--- config.mk ---
export PLATFORM = sky130hd
export DESIGN_NAME = gf4096_tower_mul
export DESIGN_NICKNAME = d
export VERILOG_FILES = /design/src/rtl/gf_tower_pkg.sv /design/src/rtl/gf_sub_mul.sv /design/src/rtl/gf_ext_mul.sv /design/src/rtl/gf4096_tower_mul.sv
export SDC_FILE = /design/constraint.sdc
export NUM_CORES = 1
export LEC_CHECK = 0
export ABC_CLOCK_PERIOD_IN_PS = 1100
export BUFFER_PORTS_ARGS = -buffer_cell sky130_fd_sc_hd__buf_2
export CAP_MARGIN = 20
export CORE_ASPECT_RATIO = 0.7
export CORE_UTILIZATION = 55
export CTS_BUF_LIST = sky130_fd_sc_hd__clkbuf_4 sky130_fd_sc_hd__clkbuf_8
export CTS_CLUSTER_DIAMETER = 100
export DETAILED_ROUTE_END_ITERATION = 10
export PLACE_DENSITY = 0.86
export REMOVE_ABC_BUFFERS = 1
export SETUP_SLACK_MARGIN = 0.5
export SYNTH_ARGS = -nofsm -noshare
export SYNTH_HDL_FRONTEND = slang
export SYNTH_SLANG_ARGS = --single-unit
--- constraint.sdc ---
create_clock -name clk -period 1.1 [get_ports clk]
set_input_delay 0.22 -clock clk [delete_from_list [all_inputs] [get_ports clk]]
set_output_delay 0.22 -clock clk [all_outputs]
set_load 0.05 [all_outputs]
--- src/rtl/gf_tower_pkg.sv ---
package gf_tower_pkg;
   typedef enum logic {
      MODE_GENERAL = 1'b0,
      MODE_ROOT    = 1'b1
   } gf_mode_e;

   localparam int unsigned SUB_W_DEF  = 6;
   localparam logic [6:0]  SUB_POLY_DEF = 7'h43;
   localparam logic [5:0]  EXT_NORM_DEF = 6'h21;
   localparam logic [11:0] ROOT_K_DEF   = 12'hE01;
endpackage

--- src/rtl/gf_sub_mul.sv ---
module gf_sub_mul #(
   parameter int unsigned   SUB_W    = gf_tower_pkg::SUB_W_DEF,
   parameter logic [SUB_W:0] SUB_POLY = gf_tower_pkg::SUB_POLY_DEF
) (
   input  logic [SUB_W-1:0] x_in,
   input  logic [SUB_W-1:0] y_in,
   output logic [SUB_W-1:0] p_out
);
   localparam logic [SUB_W-1:0] FOLD = SUB_POLY[SUB_W-1:0];

   if (SUB_W < 2) begin : g_bad_width
      $error("gf_sub_mul: SUB_W must be at least 2");
   end
   if (!SUB_POLY[SUB_W] || !SUB_POLY[0]) begin : g_bad_poly
      $error("gf_sub_mul: SUB_POLY must have degree SUB_W and a constant term");
   end

   logic [SUB_W-1:0] shifted [SUB_W+1];
   logic [SUB_W-1:0] acc     [SUB_W+1];

   assign shifted[0] = y_in;
   assign acc[0]     = '0;

   for (genvar i = 0; i < SUB_W; i++) begin : g_step
      assign acc[i+1]     = acc[i] ^ (x_in[i] ? shifted[i] : '0);
      assign shifted[i+1] = {shifted[i][SUB_W-2:0], 1'b0}
                          ^ (shifted[i][SUB_W-1] ? FOLD : '0);
   end

   assign p_out = acc[SUB_W];
endmodule

--- src/rtl/gf_ext_mul.sv ---
module gf_ext_mul #(
   parameter int unsigned    SUB_W    = gf_tower_pkg::SUB_W_DEF,
   parameter logic [SUB_W:0] SUB_POLY = gf_tower_pkg::SUB_POLY_DEF,
   parameter logic [SUB_W-1:0] NORM   = gf_tower_pkg::EXT_NORM_DEF,
   localparam int unsigned   EXT_W    = 2 * SUB_W
) (
   input  logic [EXT_W-1:0] x_in,
   input  logic [EXT_W-1:0] y_in,
   output logic [EXT_W-1:0] p_out
);
   logic [SUB_W-1:0] xh, xl, yh, yl;
   logic [SUB_W-1:0] p_sum, p_low, p_high, p_norm;

   assign xh = x_in[EXT_W-1:SUB_W];
   assign xl = x_in[SUB_W-1:0];
   assign yh = y_in[EXT_W-1:SUB_W];
   assign yl = y_in[SUB_W-1:0];

   gf_sub_mul #(.SUB_W(SUB_W), .SUB_POLY(SUB_POLY)) u_sum (
      .x_in(xh ^ xl), .y_in(yh ^ yl), .p_out(p_sum));
   gf_sub_mul #(.SUB_W(SUB_W), .SUB_POLY(SUB_POLY)) u_low (
      .x_in(xl), .y_in(yl), .p_out(p_low));
   gf_sub_mul #(.SUB_W(SUB_W), .SUB_POLY(SUB_POLY)) u_high (
      .x_in(xh), .y_in(yh), .p_out(p_high));
   gf_sub_mul #(.SUB_W(SUB_W), .SUB_POLY(SUB_POLY)) u_norm (
      .x_in(p_high), .y_in(NORM), .p_out(p_norm));

   assign p_out = {p_sum ^ p_low, p_norm ^ p_low};
endmodule

--- src/rtl/gf4096_tower_mul.sv ---
module gf4096_tower_mul #(
   parameter int unsigned    SUB_W    = gf_tower_pkg::SUB_W_DEF,
   parameter logic [SUB_W:0] SUB_POLY = gf_tower_pkg::SUB_POLY_DEF,
   parameter logic [SUB_W-1:0] NORM   = gf_tower_pkg::EXT_NORM_DEF,
   parameter logic [2*SUB_W-1:0] ROOT_K = gf_tower_pkg::ROOT_K_DEF
) (
   input  logic                 clk,
   input  logic                 rst_n,
   input  logic                 op_valid,
   output logic                 op_ready,
   input  logic                 root_mode,
   input  logic [2*SUB_W-1:0]   op_a,
   input  logic [2*SUB_W-1:0]   op_b,
   output logic                 res_valid,
   input  logic                 res_ready,
   output logic [2*SUB_W-1:0]   result
);
   import gf_tower_pkg::*;

   localparam int unsigned EXT_W = 2 * SUB_W;
   localparam logic [EXT_W-1:0] ONE = EXT_W'(1);

   if (ROOT_K == '0) begin : g_bad_root
      $error("gf4096_tower_mul: ROOT_K must be nonzero");
   end

   gf_mode_e         mode;
   logic [EXT_W-1:0] mul_y, mul_p, next_res;
   logic             take;

   assign mode  = gf_mode_e'(root_mode);
   assign mul_y = (mode == MODE_ROOT) ? ROOT_K : op_b;

   gf_ext_mul #(.SUB_W(SUB_W), .SUB_POLY(SUB_POLY), .NORM(NORM)) u_core (
      .x_in(op_a), .y_in(mul_y), .p_out(mul_p));

   always_comb begin
      if (mode == MODE_ROOT && op_a == '0) next_res = ONE;
      else                                 next_res = mul_p;
   end

   assign op_ready = !res_valid || res_ready;
   assign take     = op_valid && op_ready;

   always_ff @(posedge clk or negedge rst_n) begin
      if (!rst_n) begin
         res_valid <= 1'b0;
         result    <= '0;
      end else begin
         if (take) begin
            res_valid <= 1'b1;
            result    <= next_res;
         end else if (res_ready) begin
            res_valid <= 1'b0;
         end
      end
   end


   accept_to_valid_chk: assert property (@(posedge clk) disable iff (!rst_n)
      take |=> res_valid);


   stall_hold_chk: assert property (@(posedge clk) disable iff (!rst_n)
      (res_valid && !res_ready) |=> (res_valid && $stable(result)));


   root_zero_chk: assert property (@(posedge clk) disable iff (!rst_n)
      (take && root_mode && op_a == '0) |=> (result == ONE));


   unit_operand_chk: assert property (@(posedge clk) disable iff (!rst_n)
      (take && !root_mode && op_b == ONE) |=> (result == $past(op_a)));


   zero_operand_chk: assert property (@(posedge clk) disable iff (!rst_n)
      (take && !root_mode && op_a == '0) |=> (result == '0));
endmodule

==> flow_summary.json, run 1 <==
{
  "ios": 43,
  "yosys.area.top_type_share_pct": 19.0,
  "yosys_warnings": 0,
  "synth-seq-cells": 13,
  "post_cts_buffers": 23,
  "netlist_top_cells_count": "64 x xnor2_1, 57 x nand2_1, 36 x o21ai_0",
  "place.gp.congestion": 0.993,
  "synthCells": 405,
  "dpl_cell_area_mm2": 0.00390,
  "ys.flop_type": "dfrtp_1",
  "synth_area_leaders": "xnor2_1 19%, dfrtp_1 11%, xor2_1 7.7%",
  "synth_area_per_cell_um2": 7.27,
  "cts_root_buf": "clkbuf_8",
  "die-height_um": 63.2,
  "dpl_worst_slack_ns": -1.21,
  "port_buffers": 42,
  "htree_levels": 1,
  "synth_most_common_cell": "xnor2_1",
  "clockBufferDepth": 2,
  "synthesis.area_mm2": 0.00294,
  "place_hpwl_um": 7780,
  "async_reset_ff_share_pct": 100,
  "synth_edf_count": 0,
  "cts_buffers": 3,
  "yosys.area.top_type": "xnor2_1",
  "failing_step": "clock tree synthesis (4_1_cts)",
  "postCtsResizedCells": 198,
  "placementRows": 21,
  "status": "did not finish",
  "cts.sinks": 13,
  "yosysSeqAreaShare_pct": 11.0,
  "tool.error": "[ERROR DPL-0038] Utilization greater than 100%, impossible to legalize",
  "synthDistinctLibCells": 52,
  "die_w_um": 89.4,
  "start_util_pct": 59.3
}
==> logic make-up after synthesis <==
logic type             count (synthesis)  share of synthesized area [%]
buffers and inverters                 49                           8.12
multiplexers                           6                           2.04
AO/OA/AOI/OAI                        103                           22.7
XOR/XNOR                             101                           34.8
flip-flops                            13                           11.0
AND/OR/NAND/NOR                      133                           21.4
==> per-stage QoR <==
stage               std cells  util [%]  hold slack [ns]  TNS [ns]
floorplan                 365         -          -0.0756     -8.19
global placement          584      78.5            0.115    -10.92
detailed placement        584      78.5            0.115    -11.95
==> run 2: changes to the inputs <==
==> config.mk (replaced) <==
export PLATFORM = sky130hd
export DESIGN_NAME = gf4096_tower_mul
export DESIGN_NICKNAME = d
export VERILOG_FILES = /design/src/rtl/gf_tower_pkg.sv /design/src/rtl/gf_sub_mul.sv /design/src/rtl/gf_ext_mul.sv /design/src/rtl/gf4096_tower_mul.sv
export SDC_FILE = /design/constraint.sdc
export NUM_CORES = 1
export LEC_CHECK = 0
export ABC_CLOCK_PERIOD_IN_PS = 1400
export BUFFER_PORTS_ARGS = -buffer_cell sky130_fd_sc_hd__buf_2
export CAP_MARGIN = 20
export CORE_UTILIZATION = 40
export DETAILED_ROUTE_END_ITERATION = 10
export PLACE_DENSITY_LB_ADDON = 0.15
export REMOVE_ABC_BUFFERS = 1
export SYNTH_ARGS = -nofsm -noshare
export SYNTH_HDL_FRONTEND = slang
export SYNTH_SLANG_ARGS = --single-unit
==> constraint.sdc (replaced) <==
create_clock -name clk -period 1.4 [get_ports clk]
set_input_delay 0.28 -clock clk [delete_from_list [all_inputs] [get_ports clk]]
set_output_delay 0.28 -clock clk [all_outputs]
set_load 0.05 [all_outputs]
==> run 2 against run 1 <==
Against the previous run:
- the flow now finishes, with violations (setup timing)
- synthesized area is the same
- synthesized cell count did not move
==> flow_summary.json, run 2 <==
{
  "status": "finished, violations left",
  "violations": "setup timing",
  "cts.sinks": 13,
  "hold_viol_final": 0,
  "die-height_um": 87.8,
  "place_hpwl_um": 7000,
  "antenna_found_initial": 0,
  "detail_route.wirelength_um": 11800,
  "start_util_pct": 42.4,
  "clock_latency_ns": 0.24,
  "fin_nets": 573,
  "cp-end-kind": "register",
  "ant_nets": 0,
  "dieArea_mm2": 0.00771,
  "synth_fa_ha_area_share_pct": 0,
  "grt_pass1_vias": 3333,
  "ys.flop_type": "dfrtp_1",
  "fin_crit_ns": 1.92,
  "synthCells": 405,
  "synth_edf_count": 0,
  "dr_total_vias": 3597,
  "fin_crit_sh_pct": 137,
  "synth_xor_area_share_pct": 34.8,
  "worstSetupPathType": "in2reg",
  "holdCritPathClass": "in2reg",
  "netlist_top_cells_count": "64 x xnor2_1, 57 x nand2_1, 36 x o21ai_0",
  "htree_levels": 1,
  "grt_first_pass_wirelength_um": 16600,
  "slew_headroom_pct": 73.1,
  "grt_max_degree": 21,
  "firstDrtPassIters": 5,
  "synthMuxAreaShare_pct": 2.04,
  "ios": 43,
  "synth-seq-cells": 13,
  "mostFrequentLayoutCell": "buf_4",
  "reg2reg_setup_slack_ns": 0.17,
  "worst_slack_ns": -0.518,
  "nFillCells": 437,
  "top_regs": "result (12), res_valid (1)",
  "synth_area_per_cell_um2": 7.27,
  "yosysSeqAreaShare_pct": 11.0,
  "yosys.area.top_type": "xnor2_1",
  "synth_most_common_cell": "xnor2_1",
  "die_w_um": 87.8,
  "place.gp.congestion": 0.925,
  "cts_buffers": 3,
  "clk_pin_slew_ns": 0.05,
  "syn2layout_area_growth_pct": 78.0,
  "drv_slew": 0,
  "port_buffers": 42,
  "yosys_warnings": 0,
  "required_ns": 1.53,
  "fmax_mhz": 521,
  "fin_worst_skew_ns": 0.00118,
  "core_area_mm2": 0.00694,
  "peakVddDrop_mv": 0.560,
  "yosys.area.top_type_share_pct": 19.0,
  "wl_per_cell_um": 18.4,
  "n_antenna_cell": 0,
  "synth_top_family_by_area": "XOR/XNOR gates",
  "cts_root_buf": "clkbuf_8",
  "synthDistinctLibCells": 52,
  "setup_viol": 12,
  "drive_gt1_share_pct": 50.8,
  "worst_pin_slew_ns": 0.403,
  "worst_ep_arrival_time_ns": 2.04,
  "setup.worst_path.start_class": "input pin",
  "async_reset_ff_share_pct": 100,
  "top_register": "result",
  "p_leak_uw": 0.00229,
  "largest_reg_flops": 12,
  "crit_fanout": 7,
  "powerDensity_mw_per_mm2": 825,
  "maxCapViolCount": 0,
  "grt_remaining_overflow": 0,
  "synth_area_leaders": "xnor2_1 19%, dfrtp_1 11%, xor2_1 7.7%",
  "track_usage_pct": 27.6,
  "synth-compound-area-share_pct": 22.7,
  "avgViaCountPerCell": 5.63,
  "rsz0062_at_grt": "yes",
  "drtIter0Drc": 263,
  "drc": 0,
  "synthSimpleGateAreaFrac_pct": 21.4,
  "whs_ns": 0.271,
  "cts_tree": "built",
  "placementRows": 30,
  "synthesis.area_mm2": 0.00294,
  "final_cell_mix": "101 x buf_4, 48 x nand2_1, 39 x xnor2_1",
  "clockBufferDepth": 2,
  "fin_setup_tns_ns": -4.10
}
[run 2: worst paths after layout]
| check | depth (start not counted) | end | from |
|---|---|---|---|
| max reg2reg | 3 | result[7] | res_valid |
| min | 2 | res_valid | op_valid |
| min in group asynchronous | 2 | result[0] | rst_n |
| max in group asynchronous | 2 | result[9] | rst_n |
| min reg2reg | 2 | result[10] | result[10] |
| max | 9 | result[7] | op_b[1] |
[run 2: critical path, stage by stage]
cell	delay, ns
buf_12	0.12
mux2i_4	0.18
xnor2_2	0.14
a22oi_2	0.25
a21oi_2	0.10
nor3b_2	0.20
buf_4	0.17
xnor3_1	0.39
a22o_1	0.20
[run 2: cells by family after synthesis]
kind of cell | after synthesis
XOR/XNOR | 101
flip-flops | 13
buffers and inverters | 49
AND/OR/NAND/NOR | 133
AO/OA/AOI/OAI | 103
multiplexers | 6
[run 2: repair_timing]
item,CTS,global route
buffers inserted,20,17
resized for setup,166,68
hold buffers,1,0
hold endpoints to repair,13,0
gates cloned,1,0
setup endpoints to repair,12,12
pin swaps,68,56
[run 2: where the power goes]
part	internal [µW]	total [µW]	switching (µW)
combinational	1540	3380	1840
sequential	533	615	81.5
clock	201	328	127
[run 2: cell type report]
type	count	area, µm²	share of cell area, %
inverters	9	33.8	0.645
well taps	96	120	2.29
multi-input cells	343	3090	58.9
repair buffers	174	1630	31.1
flip-flops and latches	13	325	6.21
clock buffers	4	45.0	0.860
[run 2: layer usage]
metal  GRT usage (%)  share of wire (%)  vias up  wire [µm]
li1                -                  -     1670          -
met2            48.4                 50      168       5940
met3            2.83                6.2       43        725
met1            35.7                 39     1716       4610
met4            8.20                4.3        0        502
met5               0                  0        -          0
[run 2: through the flow]
stage / setup slack (ns) / area [µm²] / utilization [%] / instances / total power (µW)
after CTS: -0.392 / 4780 / 68.8 / 622 / 4040
final: -0.518 / 5240 / 75.5 / 639 / 4320
after floorplan: -0.524 / 2740 / - / 365 / 2380
after detailed placement: -0.887 / 3840 / 55.3 / 599 / 3330
after global routing: -0.590 / 5240 / 75.5 / 639 / 4560
after global placement: -0.835 / 3840 / 55.3 / 599 / 3310
(Power assumes the default switching activity.)
